[config.mk]
export PLATFORM = sky130hd
export DESIGN_NAME = lfsr_clk_saving_gen
export DESIGN_NICKNAME = d
export VERILOG_FILES = /design/src/rtl/lfsr_cs_pkg.sv /design/src/rtl/lfsr_cs_core.sv /design/src/rtl/lfsr_cs_rotator.sv /design/src/rtl/lfsr_cs_ctrl.sv /design/src/rtl/lfsr_clk_saving_gen.sv
export SDC_FILE = /design/constraint.sdc
export NUM_CORES = 1
export LEC_CHECK = 0
export BUFFER_PORTS_ARGS = -buffer_cell sky130_fd_sc_hd__buf_2
export CAP_MARGIN = 20
export CORE_UTILIZATION = 40
export DETAILED_ROUTE_END_ITERATION = 7
export GPL_ROUTABILITY_DRIVEN = 0
export RECOVER_POWER = 25
export SYNTH_ARGS = -nofsm -noshare
export SYNTH_HDL_FRONTEND = slang
export SYNTH_SLANG_ARGS = --single-unit
[constraint.sdc]
create_clock -name clk_i -period 2.25 [get_ports clk_i]
set_input_delay 0.1125 -clock clk_i [delete_from_list [all_inputs] [get_ports clk_i]]
set_output_delay 0.1125 -clock clk_i [all_outputs]
set_load 0.02 [all_outputs]
[src/rtl/lfsr_cs_pkg.sv]
package lfsr_cs_pkg;

    typedef enum logic [1:0] {
        PG_INIT   = 2'd0,
        PG_ANCHOR = 2'd1,
        PG_ROTATE = 2'd2
    } pg_state_e;

    // Feedback tap mask for a right-shifting Fibonacci register:
    // bit i set means state bit i takes part in the feedback XOR.
    function automatic logic [7:0] tap_mask(input int unsigned width);
        logic [7:0] m;
        case (width)
            2:       m = 8'b0000_0011;
            3:       m = 8'b0000_0011;
            4:       m = 8'b0000_0011;
            5:       m = 8'b0000_0101;
            6:       m = 8'b0000_0011;
            7:       m = 8'b0000_0011;
            8:       m = 8'b0001_1101;
            default: m = 8'b0000_0011;
        endcase
        return m;
    endfunction

endpackage

[src/rtl/lfsr_cs_core.sv]
module lfsr_cs_core #(
    parameter int unsigned W = 3
) (
    input  logic         clk_i,
    input  logic         rst_i,
    input  logic         ld_i,
    input  logic [W-1:0] ld_val_i,
    input  logic         en_i,
    input  logic [W-1:0] src_i,
    output logic [W-1:0] q_o
);
    import lfsr_cs_pkg::*;

    localparam logic [7:0]   TAPS8 = tap_mask(W);
    localparam logic [W-1:0] TAPS  = TAPS8[W-1:0];

    logic [W-1:0] state_d, state_q;
    logic         fb;

    always_comb begin
        fb      = ^(src_i & TAPS);
        state_d = state_q;
        if (ld_i) begin
            state_d = ld_val_i;
        end else if (en_i) begin
            state_d = {fb, src_i[W-1:1]};
        end
    end

    always_ff @(posedge clk_i) begin
        if (rst_i) state_q <= '0;
        else       state_q <= state_d;
    end

    assign q_o = state_q;

    // the register is frozen whenever it is neither loaded nor stepped
    a_r5_lfsr_held: assert property (@(posedge clk_i) disable iff (rst_i)
        (!ld_i && !en_i) |=> $stable(state_q));

endmodule

[src/rtl/lfsr_cs_rotator.sv]
module lfsr_cs_rotator #(
    parameter int unsigned W = 3
) (
    input  logic         clk_i,
    input  logic         rst_i,
    input  logic         ld_i,
    input  logic [W-1:0] src_i,
    output logic [W-1:0] q_o
);
    logic [W-1:0] rot_d, rot_q;

    always_comb begin
        rot_d = rot_q;
        if (ld_i) rot_d = {src_i[0], src_i[W-1:1]};
    end

    always_ff @(posedge clk_i) begin
        if (rst_i) rot_q <= '0;
        else       rot_q <= rot_d;
    end

    assign q_o = rot_q;

    // the shifter only changes when told to rotate
    a_r5_rot_held: assert property (@(posedge clk_i) disable iff (rst_i)
        !ld_i |=> $stable(rot_q));

endmodule

[src/rtl/lfsr_cs_ctrl.sv]
module lfsr_cs_ctrl #(
    parameter int unsigned W = 3
) (
    input  logic                   clk_i,
    input  logic                   rst_i,
    input  logic                   load_i,
    input  logic [W-1:0]           seed_i,
    input  logic [W-1:0]           word_i,
    output lfsr_cs_pkg::pg_state_e st_o,
    output logic                   lfsr_ld_o,
    output logic [W-1:0]           lfsr_ld_val_o,
    output logic                   lfsr_en_o,
    output logic                   rot_ld_o
);
    import lfsr_cs_pkg::*;

    localparam logic [7:0]   TAPS8  = tap_mask(W);
    localparam logic [W-1:0] TAPS   = TAPS8[W-1:0];
    localparam int unsigned  PERIOD = (1 << W) - 1;
    localparam int unsigned  CW     = $clog2(PERIOD + 1);
    localparam logic [CW-1:0] LAST  = CW'(PERIOD - 1);

    typedef struct packed {
        pg_state_e     st;
        logic [CW-1:0] cnt;
        logic [W-1:0]  seed;
    } ctrl_s;

    ctrl_s ctrl_d, ctrl_q;
    logic  rotatable;

    always_comb begin
        rotatable     = ((^(word_i & TAPS)) == word_i[0]);
        ctrl_d        = ctrl_q;
        lfsr_ld_o     = 1'b0;
        lfsr_ld_val_o = seed_i;
        lfsr_en_o     = 1'b0;
        rot_ld_o      = 1'b0;
        if (load_i) begin
            ctrl_d.cnt = '0;
            if (seed_i == '0) begin
                ctrl_d.st = PG_INIT;
            end else begin
                ctrl_d.st   = PG_ANCHOR;
                ctrl_d.seed = seed_i;
                lfsr_ld_o   = 1'b1;
            end
        end else if (ctrl_q.st != PG_INIT) begin
            if (ctrl_q.cnt == LAST) begin
                ctrl_d.st     = PG_ANCHOR;
                ctrl_d.cnt    = '0;
                lfsr_ld_o     = 1'b1;
                lfsr_ld_val_o = ctrl_q.seed;
            end else begin
                ctrl_d.cnt = ctrl_q.cnt + 1'b1;
                if (rotatable) begin
                    ctrl_d.st = PG_ROTATE;
                    rot_ld_o  = 1'b1;
                end else begin
                    ctrl_d.st = PG_ANCHOR;
                    lfsr_en_o = 1'b1;
                end
            end
        end
    end

    always_ff @(posedge clk_i) begin
        if (rst_i) begin
            ctrl_q.st   <= PG_INIT;
            ctrl_q.cnt  <= '0;
            ctrl_q.seed <= '0;
        end else begin
            ctrl_q <= ctrl_d;
        end
    end

    assign st_o = ctrl_q.st;

    // the pattern index never reaches the period
    a_r7_count_in_range: assert property (@(posedge clk_i) disable iff (rst_i)
        ctrl_q.cnt < CW'(PERIOD));

    // after the last pattern of a period the seed comes back as an anchor
    a_r7_wrap_to_seed: assert property (@(posedge clk_i) disable iff (rst_i)
        (ctrl_q.st != PG_INIT && ctrl_q.cnt == LAST && !load_i)
        |=> (ctrl_q.st == PG_ANCHOR && word_i == $past(ctrl_q.seed)));

    // a zero seed sends the block back to idle
    a_r3_zero_seed_idle: assert property (@(posedge clk_i) disable iff (rst_i)
        (load_i && seed_i == '0) |=> ctrl_q.st == PG_INIT);

    // a nonzero seed starts from that seed in any state
    a_r8_reload: assert property (@(posedge clk_i) disable iff (rst_i)
        (load_i && seed_i != '0)
        |=> (ctrl_q.st == PG_ANCHOR && word_i == $past(seed_i) && ctrl_q.cnt == '0));

endmodule

[src/rtl/lfsr_clk_saving_gen.sv]
module lfsr_clk_saving_gen #(
    parameter int unsigned W = 3
) (
    input  logic         clk_i,
    input  logic         rst_i,
    input  logic         load_i,
    input  logic [W-1:0] seed_i,
    output logic [W-1:0] pattern_o,
    output logic         valid_o,
    output logic         lfsr_active_o
);
    import lfsr_cs_pkg::*;

    localparam logic [7:0]   TAPS8 = tap_mask(W);
    localparam logic [W-1:0] TAPS  = TAPS8[W-1:0];

    pg_state_e    st;
    logic         lfsr_ld, lfsr_en, rot_ld;
    logic [W-1:0] lfsr_ld_val, lfsr_word, rot_word, cur_word;

    lfsr_cs_ctrl #(.W(W)) u_ctrl (
        .clk_i         (clk_i),
        .rst_i         (rst_i),
        .load_i        (load_i),
        .seed_i        (seed_i),
        .word_i        (cur_word),
        .st_o          (st),
        .lfsr_ld_o     (lfsr_ld),
        .lfsr_ld_val_o (lfsr_ld_val),
        .lfsr_en_o     (lfsr_en),
        .rot_ld_o      (rot_ld)
    );

    lfsr_cs_core #(.W(W)) u_core (
        .clk_i    (clk_i),
        .rst_i    (rst_i),
        .ld_i     (lfsr_ld),
        .ld_val_i (lfsr_ld_val),
        .en_i     (lfsr_en),
        .src_i    (cur_word),
        .q_o      (lfsr_word)
    );

    lfsr_cs_rotator #(.W(W)) u_rot (
        .clk_i (clk_i),
        .rst_i (rst_i),
        .ld_i  (rot_ld),
        .src_i (cur_word),
        .q_o   (rot_word)
    );

    always_comb begin
        cur_word      = (st == PG_ROTATE) ? rot_word : lfsr_word;
        valid_o       = (st != PG_INIT);
        lfsr_active_o = (st == PG_ANCHOR);
        pattern_o     = valid_o ? cur_word : '0;
    end

    // Successor of the visible pattern, used only by the order check.
    logic [W-1:0] succ_w;
    assign succ_w = {^(pattern_o & TAPS), pattern_o[W-1:1]};

    // a valid pattern is never all zeros
    a_r9_nonzero: assert property (@(posedge clk_i) disable iff (rst_i)
        valid_o |-> pattern_o != '0);

    // consecutive valid patterns follow the LFSR step
    a_r4_order: assert property (@(posedge clk_i) disable iff (rst_i)
        (valid_o && $past(valid_o) && !$past(load_i)) |-> pattern_o == $past(succ_w));

    // a non-anchor pattern is the right rotation of its predecessor
    a_r5_rotation: assert property (@(posedge clk_i) disable iff (rst_i)
        (valid_o && !lfsr_active_o)
        |-> $past(pattern_o) == {pattern_o[W-2:0], pattern_o[W-1]});

    // the anchor flag only appears on valid patterns
    a_r1_active_needs_valid: assert property (@(posedge clk_i) disable iff (rst_i)
        lfsr_active_o |-> valid_o);

endmodule

---- Word level (Yosys, flattened, before mapping) ----
Index checks and enable logic that the tools add are counted.
operators by class
  multiplexer cells ....................... 24
  eq/ne operators ......................... 4
  $add $sub $neg .......................... 1
  bitwise operators ....................... 1
  reductions and logical operators ........ 7
operator list
  cell                                                 count
  2-to-1 mux 3 bit                                     7
  2-to-1 mux 5 bit                                     3
  2-to-1 mux 1 bit                                     13
  nonzero test 2 bit                                   3
  adder 3 x 1 -> 3 bit, second input constant          1
  equality test 3 bit, second input constant           1
  logical NOT 3 bit                                    1
  parity 3 bit                                         1
  equality test 2 x 1 -> 1 bit, second input constant  1
  equality test 2 bit, second input constant           1
  2-to-1 mux 2 bit                                     1
  AND reduction 2 bit                                  1
  OR reduction 2 bit                                   1
  equality test 1 bit                                  1
  NOT 1 bit                                            1
storage, ports and cells
  output and inout bits ................... 5
  word-level logic and storage cells ...... 42
  bits in registers ....................... 14

---- Logic depth before layout (Yosys ltp) ----
Gate-level depths: netlist of run 1.
  depth after elaboration ................. 10
  mapped depth ............................ 5

---- Cells and area by module ----
From an unflattened synthesis of run 1, not the netlist that was laid out.
unflattened totals
  cells, all modules ...................... 81
  area total of the unflattened synthesis .. 779.5 sq um
modules (own cells, without submodules)
  module               cells each  seq. area each (sq um)  times used  area an instance (sq um)
  lfsr_cs_ctrl         47          160.2                   1           420.4
  lfsr_cs_core         15          60.1                    1           156.4
  lfsr_clk_saving_gen  10          0.0                     1           101.3
  lfsr_cs_rotator      9           60.1                    1           101.3

---- Worst setup path before layout of run 1 ----
Ideal clock, no wire load.
  path kind ............................... reg2out
  start point ............................. reg, netlist name u_ctrl.st_o[0]
  end point ............................... out pattern_o[2]
  buffers on the path ..................... 1
  setup slack ............................. 902 ps
  arrival time ............................ 1,236 ps
  stages on the path, launching flop included .. 5
  path through ............................ dfxtp_1 > buf_6 > and2b_4 > mux2_1 > and2_1
on the way
  word-level cells in the longest chain between the ends .. 3
RTL lines
  item                  line                       RTL
  equality test 2 bit   lfsr_clk_saving_gen.sv:53  cur_word = (st == PG_ROTATE) ? rot_word : lfsr_word;
  2-to-1 mux 3 bit      lfsr_clk_saving_gen.sv:53
  2-to-1 mux 3 bit (*)  lfsr_clk_saving_gen.sv:56  pattern_o = valid_o ? cur_word : '0;
  to (decl)             lfsr_clk_saving_gen.sv:8   output logic [W-1:0] pattern_o,
Every way passes the cells marked *; elsewhere a longest branch is shown, timed or not.

---- Worst setup path after layout of run 1 ----
  start point ............................. reg, netlist name u_ctrl.st_o[0]
  end point ............................... out pattern_o[2]
on the way
  word-level cells in the longest chain between the ends .. 3
RTL lines
  item                  line
  equality test 2 bit   lfsr_clk_saving_gen.sv:53
  2-to-1 mux 3 bit      lfsr_clk_saving_gen.sv:53
  2-to-1 mux 3 bit (*)  lfsr_clk_saving_gen.sv:56
Marked as above.

==> results.toml, run 1 <==
[floorplanning]
start_util_pct = 43.2
core_area_mm2 = 0.00176
die_x_um = 45.6
die_h_um = 45.6
die-area_mm2 = 0.00208
fp-row-count = 15
ioPinCount = 11

[worst_setup_path]
crit_type = "reg -> out"
r2r_slack_ps = 770
path_max_fanout = 9
slowest_delay_ps = 480
critPathTopFamily = "flip-flops"
cp-end-kind = "primary output"
worstPathCellList = "and2b_4 > mux2_1 > and2_1 > buf_2"
cp_num_buf_inv = 1
regToRegStartpoint = "u_ctrl.st_o[0]"
cp_data_arrival_time_ps = 1690
r2r-end = "u_core.q_o[2]"
critPathLaunchType = "flip-flop"
reg2reg_depth = 4
required_ps = 2140
crit_slowest_cell = "dfxtp_1"

[logic_synthesis]
synth_fp_nets = 89
synthCells = 83
seq_area_frac_synth_pct = 36.8
synth-seq-cells = 14
async_flop_share_pct = 0
ys_types = 38
netlist_area_um2 = 762
yosysWarnings = 0
synth_edf_count = 0
synth_area_per_cell_um2 = 9.18
synthFlopType = "dfxtp_1"

[hold_path]
hold_end = "u_ctrl.ctrl_q[1]"
hold_start = "seed_i[1]"
min_path_type = "in -> reg"
hold_depth = 3

[cells_and_area]
utilization_pct = 47.7
drive_gt1_share_pct = 22.3
fin_nets = 101
area_growth_pct = 10.5
antennaDiodeCount = 0
design_area_um2 = 842

[pwr]
p_leak_nw = 0.358
powerDensity_mw_per_mm2 = 632
ir_drop_uv = 314

[route]
viasPerCell = 5.54
vias = 659
wl_per_cell_um = 12.9
dr.pass1.iters = 5
antenna_left = 0
drtIter0Drc = 20
drt-total-wl_mm = 1.54
drc = 0

[timing]
clock.fmax_mhz = 555
hold_viol_final = 0
rsz0062_at_grt = "false"
slew_violations = 0
clock_skew_ps = 4.14
tightest_slew_ps = 740
min_period_ps = 1800
setup_viol = 0
tns_ps = 0
max_slew_margin_pct = 50.2
finalCritPeriodShare_pct = 80.1

[clock_network]
clockRootBuffer = "clkbuf_4"
ctsResizeCount = 0
cts_tree = "done"
post_cts_buffers = 0
clk_pin_slew_ps = 80
cts_max_level = 1
clkLatencyLatePin_ps = 280
holdBufCountCts = 0
cts_made_buffers = 3
cts_max_path_buffers = 2
numClockSinks = 14

[global_route]
grt_pass1_vias = 553
overflow = 0
grt_first_pass_wirelength_mm = 2.57
grt_usage_pct = 17.7
grt_max_degree = 15
grt_antenna_before_repair = 0

[placed_design]
portBuffers = 10
dpl_cell_area_um2 = 821
dpl.hpwl_mm = 1.10

[outcome]
status = "completed"

[run]
drv_cap = 0
-- layer usage --
metal	vias to the layer above	share of wire, %	track usage (%)
met4	0	2.7	10.9
met1	311	51	25.7
met5	-	0	0
met2	15	42	23.4
met3	4	4.4	3.57
li1	329	-	-
-- registers in the layout (all words and copies together) (netlist names) --
register	count
u_ctrl.ctrl_q	6
u_ctrl.st_o	2
u_core.q_o	3
u_rot.q_o	3
-- stage by stage --
stage	instances	hold WS [ps]	worst slack (ps)	total power, W
floorplan	83	179	902	0.000336
global placement	115	434	819	0.000359
detailed placement	115	436	765	0.000359
CTS	119	130	444	0.000543
global route	119	127	339	0.000564
finish	119	116	447	0.000532
-- cell usage after synthesis, types with 2 or more instances --
master    number  area, um2
a211oi_1       3       22.5
a21oi_1        6       30.0
dfxtp_1       14        280
inv_1          4       15.0
mux2i_1        2       20.0
nand2_1        7       26.3
nor2_1         7       26.3
nor2_2         2       12.5
nor2b_1        3       18.8
nor3_1         4       20.0
nor3b_1        3       22.5
xnor2_1        2       17.5
-- area by class of cell --
type / instances / area (um2)
multi-input combinational: 62 / 430
fill: 189 / 922
timing repair buffer: 10 / 48.8
tap: 25 / 31.3
sequential: 14 / 280
inverter: 4 / 15.0
clock buffer: 4 / 36.3
-- how the worst max path moves through the flow --
stage              startpoint      endpoint  depth (start not counted)
3_3_place_gp   u_ctrl.st_o[0]  pattern_o[2]                          4
3_5_place_dp   u_ctrl.st_o[0]  pattern_o[2]                          4
2_1_floorplan  u_ctrl.st_o[0]  pattern_o[2]                          4
5_1_grt        u_ctrl.st_o[0]  pattern_o[2]                          4
6_report       u_ctrl.st_o[0]  pattern_o[2]                          4
4_1_cts        u_ctrl.st_o[0]  pattern_o[2]                          4
-- power breakdown --
group | internal [W] | switching (W) | leakage, nW
clock network | 0.0000984 | 0.0000832 | 0.0210
registers | 0.000260 | 0.0000117 | 0.115
logic | 0.0000324 | 0.0000472 | 0.222
-- logic make-up (layout without fill, tap and decap cells) --
| kind of cell | count (synthesis) | in the layout | share of synthesized area, % |
|---|---|---|---|
| muxes | 3 | 3 | 4.11 |
| DFF | 14 | 14 | 36.8 |
| xor gates and xnor gates | 2 | 2 | 2.30 |
| AOI/OAI and AO/OA | 22 | 22 | 24.3 |
| buffers and inverters | 7 | 18 | 4.93 |
| and+or+nand+nor | 35 | 35 | 27.6 |
-- worst register-to-register path, delay by kind of cell, from the launching register on --
kind	cells	cell delay [ps]
AO/OA/AOI/OAI	3	730
flip-flops	1	480
AND/OR/NAND/NOR	1	150
-- cell usage in the layout (no fill, tap or decap), types with 2 or more instances in the layout --
| cell | synthesis | final |
|---|---|---|
| dfxtp_1 | 14 | 14 |
| buf_2 | 0 | 9 |
| nand2_1 | 7 | 7 |
| nor2_1 | 7 | 7 |
| a21oi_1 | 6 | 6 |
| inv_1 | 4 | 4 |
| nor3_1 | 4 | 4 |
| nor2b_1 | 3 | 3 |
| nor3b_1 | 3 | 3 |
| a211oi_1 | 3 | 3 |
| clkbuf_4 | 0 | 3 |
| nor2_2 | 2 | 2 |
| xnor2_1 | 2 | 2 |
| mux2i_1 | 2 | 2 |
Power figures use the tool's default switching activity.
==> run 2: changes to the inputs <==
clock period = 1.7 ns   (was 2.25 ns; I/O delays follow)
==> results.toml, run 2 (synthesized netlist as in run 1, its figures left out) <==
[outcome]
status = "completed"

[cells_and_area]
drive_gt1_share_pct = 24.5
final_common_cell = "dfxtp_1"
fin_nets = 102
max_flop_register = "u_ctrl.ctrl_q"
design_area_um2 = 843
area_growth_pct = 10.7
final_cell_mix = "dfxtp_1, buf_2, nand2_1, nor2_1, a21oi_1"
largest_register_ffs = 6
antennaDiodeCount = 0

[timing]
clock.fmax_mhz = 610
max_slew_margin_pct = 48.9
rsz0062_at_grt = "false"
hold_viol_final = 0
tns_ps = 0
clock_skew_ps = 0.997
tightest_slew_ps = 760
finalCritPeriodShare_pct = 96.5
min_period_ps = 1640
setup_viol = 0
slew_violations = 0

[global_route]
grt_usage_pct = 18.4
grt_max_degree = 15
grt_first_pass_wirelength_mm = 2.68
overflow = 0
grt_antenna_before_repair = 0
grt_pass1_vias = 592

[worst_setup_path]
critPathLaunchType = "flip-flop"
path_max_fanout = 9
slowest_delay_ps = 380
required_ps = 1620
crit_slowest_cell = "dfxtp_4"
crit_type = "reg -> out"
cp_data_arrival_time_ps = 1560
worstPathCellList = "and2b_4 > mux2_4 > and2_1 > buf_2"
cp-end-kind = "primary output"
critPathTopFamily = "simple AND/OR/NAND/NOR gates"
cp_num_buf_inv = 1

[pwr]
power.total_w = 0.000654
pwr-share-comb_pct = 16.3
p_switching_w = 0.000183
p_leak_nw = 0.355
p_seq_share_pct = 54.8
p_int_w = 0.000471
p_clk_share_pct = 28.9
powerDensity_mw_per_mm2 = 775
swShare_pct = 28.1
ir_drop_uv = 497

[route]
viasPerCell = 5.28
drtIter0Drc = 29
drc = 0
vias = 628
dr.pass1.iters = 4
antenna_left = 0
wl_per_cell_um = 12.9
drt-total-wl_mm = 1.54

[floorplanning]
die_x_um = 45.6
fp-row-count = 15
start_util_pct = 43.2
ioPinCount = 11
die_h_um = 45.6
core_area_mm2 = 0.00176
die-area_mm2 = 0.00208

[clock_network]
numClockSinks = 14
cts_made_buffers = 3
clockRootBuffer = "clkbuf_4"
holdBufCountCts = 0
cts_max_path_buffers = 2
cts_max_level = 1
clkLatencyLatePin_ps = 280
cts_tree = "done"
clk_pin_slew_ps = 80

[run]
drv_cap = 0

[hold_path]
min_path_type = "in -> reg"

[placed_design]
dpl.hpwl_mm = 1.09
dpl_cell_area_um2 = 821
portBuffers = 10
-- run 2: cell counts in the layout (fill, tap and decap cells not counted) --
No cell type changed its count.
-- run 2: final timing paths --
path / end / start / depth (start not counted) / slack [ps]
worst max-delay path: pattern_o[2] / u_ctrl.st_o[0] / 4 / 60
worst min-delay path: u_ctrl.ctrl_q[1] / seed_i[1] / 3 / 90
worst max register to register: u_core.q_o[2] / u_ctrl.ctrl_q[4] / 4 / 320
worst min register to register: u_ctrl.ctrl_q[1] / u_ctrl.ctrl_q[1] / 2 / 470
-- run 2: worst min-delay path: stages --
cell	delay [ps]
buf_2	110
nand2_1	70
a21oi_1	60
-- run 2: cell type report --
cell class / instances / area (um2)
fillers: 193 / 921
multi-input cells: 62 / 434
flip-flops and latches: 14 / 285
repair buffers: 11 / 55.1
well taps: 25 / 31.3
clock buffers: 3 / 22.5
inverters: 4 / 15.0
-- run 2: layer usage --
layer	share of wire, %	track usage (%)	vias up
met5	0	0	-
met4	1.6	7.27	0
met3	4.9	5.95	4
met2	41	27.4	13
met1	52	24.3	280
li1	-	-	331
-- run 2: power groups by stage --
stage               combinational, W  sequential, W  clock, W
floorplan                  0.0000850       0.000360         0
global placement            0.000109       0.000366         0
detailed placement          0.000109       0.000366         0
CTS                         0.000111       0.000358  0.000204
global route                0.000119       0.000361  0.000215
finish                      0.000107       0.000358  0.000189
-- run 2: repair_timing --
action | in CTS | in global routing
endpoints found under the setup margin | 1 | 1
buffers inserted | 0 | 1
cloned | 0 | 0
resized for setup | 5 | 0
-- run 2: stage by stage --
step / worst slack [ps] / hold WS (ps) / util [%] / cells
6_report: 59.8 / 92.0 / 47.8 / 119
3_3_place_gp: 297 / 407 / 46.5 / 115
2_1_floorplan: 379 / 151 / - / 83
3_5_place_dp: 233 / 413 / 46.5 / 115
5_1_grt: 9.82 / 95.0 / 47.8 / 119
4_1_cts: 34.3 / 102 / 48.3 / 118
==> run 3: changes to the inputs <==
SETUP_SLACK_MARGIN = 0.3   (was not set)
==> results.toml, run 3 (synthesized netlist as in run 1, its figures left out) <==
[timing]
min_period_ps = 1530
max_slew_margin_pct = 50.9
tightest_slew_ps = 730
clock.fmax_mhz = 654
tns_ps = 0
slew_violations = 0
setup_viol = 0
finalCritPeriodShare_pct = 89.9
hold_viol_final = 0
rsz0062_at_grt = "true"
clock_skew_ps = 2.44

[floorplanning]
die-area_mm2 = 0.00208
die_x_um = 45.6
die_h_um = 45.6
ioPinCount = 11
fp-row-count = 15
core_area_mm2 = 0.00176
start_util_pct = 43.2

[route]
wl_per_cell_um = 13.8
dr.pass1.iters = 4
drt-total-wl_mm = 1.71
viasPerCell = 5.44
antenna_left = 0
vias = 675
drc = 0
drtIter0Drc = 17

[outcome]
status = "completed"

[global_route]
grt_max_degree = 15
grt_first_pass_wirelength_mm = 2.85
grt_usage_pct = 19.6
grt_antenna_before_repair = 0
overflow = 0
grt_pass1_vias = 630

[cells_and_area]
largest_register_ffs = 6
antennaDiodeCount = 0
final_cell_mix = "dfxtp_1, nand2_1, nor2_1"
area_growth_pct = 24.0
drive_gt1_share_pct = 34.3
regArea_um2 = 288
fin_nets = 107
nFillCells = 177
fin_cells = 124
multi_input_area_um2 = 475
final_common_cell = "dfxtp_1"
max_flop_register = "u_ctrl.ctrl_q"

[worst_setup_path]
r2r-end = "u_core.q_o[1]"
cp_num_buf_inv = 1
required_ps = 1620
reg2reg_depth = 6
cp-end-kind = "primary output"
regToRegStartpoint = "u_ctrl.st_o[0]"
r2r_slack_ps = 220
critPathLaunchType = "flip-flop"
slowest_delay_ps = 350
critPathTopFamily = "simple AND/OR/NAND/NOR gates"
crit_type = "reg -> out"
cp_data_arrival_time_ps = 1440
cp-endpoint = "pattern_o[2]"
path_max_fanout = 3
worstPathCellList = "and2b_4 > mux2_4 > and2_4 > buf_6"
worstSetupStartpoint = "u_ctrl.st_o[0]"
crit_slowest_cell = "dfxtp_4"
worst-path-stages = 4

[placed_design]
dpl.hpwl_mm = 1.09
dp.cells = 115
portBuffers = 10

[clock_network]
clkLatencyLatePin_ps = 280
clockRootBuffer = "clkbuf_4"
cts_tree = "done"
numClockSinks = 14
cts_made_buffers = 3
holdBufCountCts = 0
clk_pin_slew_ps = 80
cts_max_path_buffers = 2
cts_max_level = 1

[hold_path]
min_path_type = "in -> reg"

[pwr]
p_leak_nw = 0.401
ir_drop_uv = 488
powerDensity_mw_per_mm2 = 720

[run]
drv_cap = 0
## run 3: repair_timing
action | CTS | global route
pin swaps | 3 | 8
endpoints found under the hold margin | 0 | 0
endpoints found under the setup margin | 3 | 8
gates resized for setup | 11 | 9
setup buffers | 6 | 0
## run 3: metrics by stage
stage	power [W]	hold WS [ps]	util [%]	instance area, um2	worst slack, ps
after floorplan	0.000445	151	-	762	379
after global placement	0.000475	407	46.5	821	297
after detailed placement	0.000475	413	46.5	821	233
after CTS	0.000691	102	52.0	917	169
after global routing	0.000722	95.0	53.5	945	131
final	0.000680	93.7	53.5	945	171
## run 3: routing by layer
layer  share of wire, %  global-route usage (%)  up-vias  routed length, um
li1                   -                       -      342                  -
met3                3.6                    5.95        2                 62
met5                  0                       0        -                  0
met2                 46                    30.0       15                785
met4                1.0                    7.27        0                 17
met1                 49                    25.7      316                842
## run 3: tightest hold or removal path, cell delays in order
cell	delay, ps
buf_2	110
nand2_1	70
a21oi_1	60
## run 3: cell type report
cell class | count | area share (%)
Inverter | 4 | 1.59
Clock buffer | 3 | 2.38
Multi-Input combinational cell | 62 | 50.3
Timing Repair Buffer | 16 | 11.9
Tap cell | 25 | 3.31
Sequential cell | 14 | 30.5
## run 3: worst min-delay path by stage
| stage | slack, ps | startpoint | cells past startpoint | to |
|---|---|---|---|---|
| finish | 90 | seed_i[1] | 3 | u_ctrl.ctrl_q[1] |
| global route | 100 | seed_i[1] | 3 | u_ctrl.ctrl_q[1] |
| CTS | 100 | seed_i[1] | 3 | u_ctrl.ctrl_q[1] |
| detailed placement | 410 | seed_i[1] | 3 | u_ctrl.ctrl_q[1] |
| global placement | 410 | seed_i[1] | 3 | u_ctrl.ctrl_q[1] |
| floorplan | 150 | rst_i | 1 | u_core.q_o[0] |
## run 3: where the power goes
part	internal, W	switching (W)
Sequential	0.000342	0.0000129
Combinational	0.0000629	0.0000726
Clock	0.0000822	0.000107
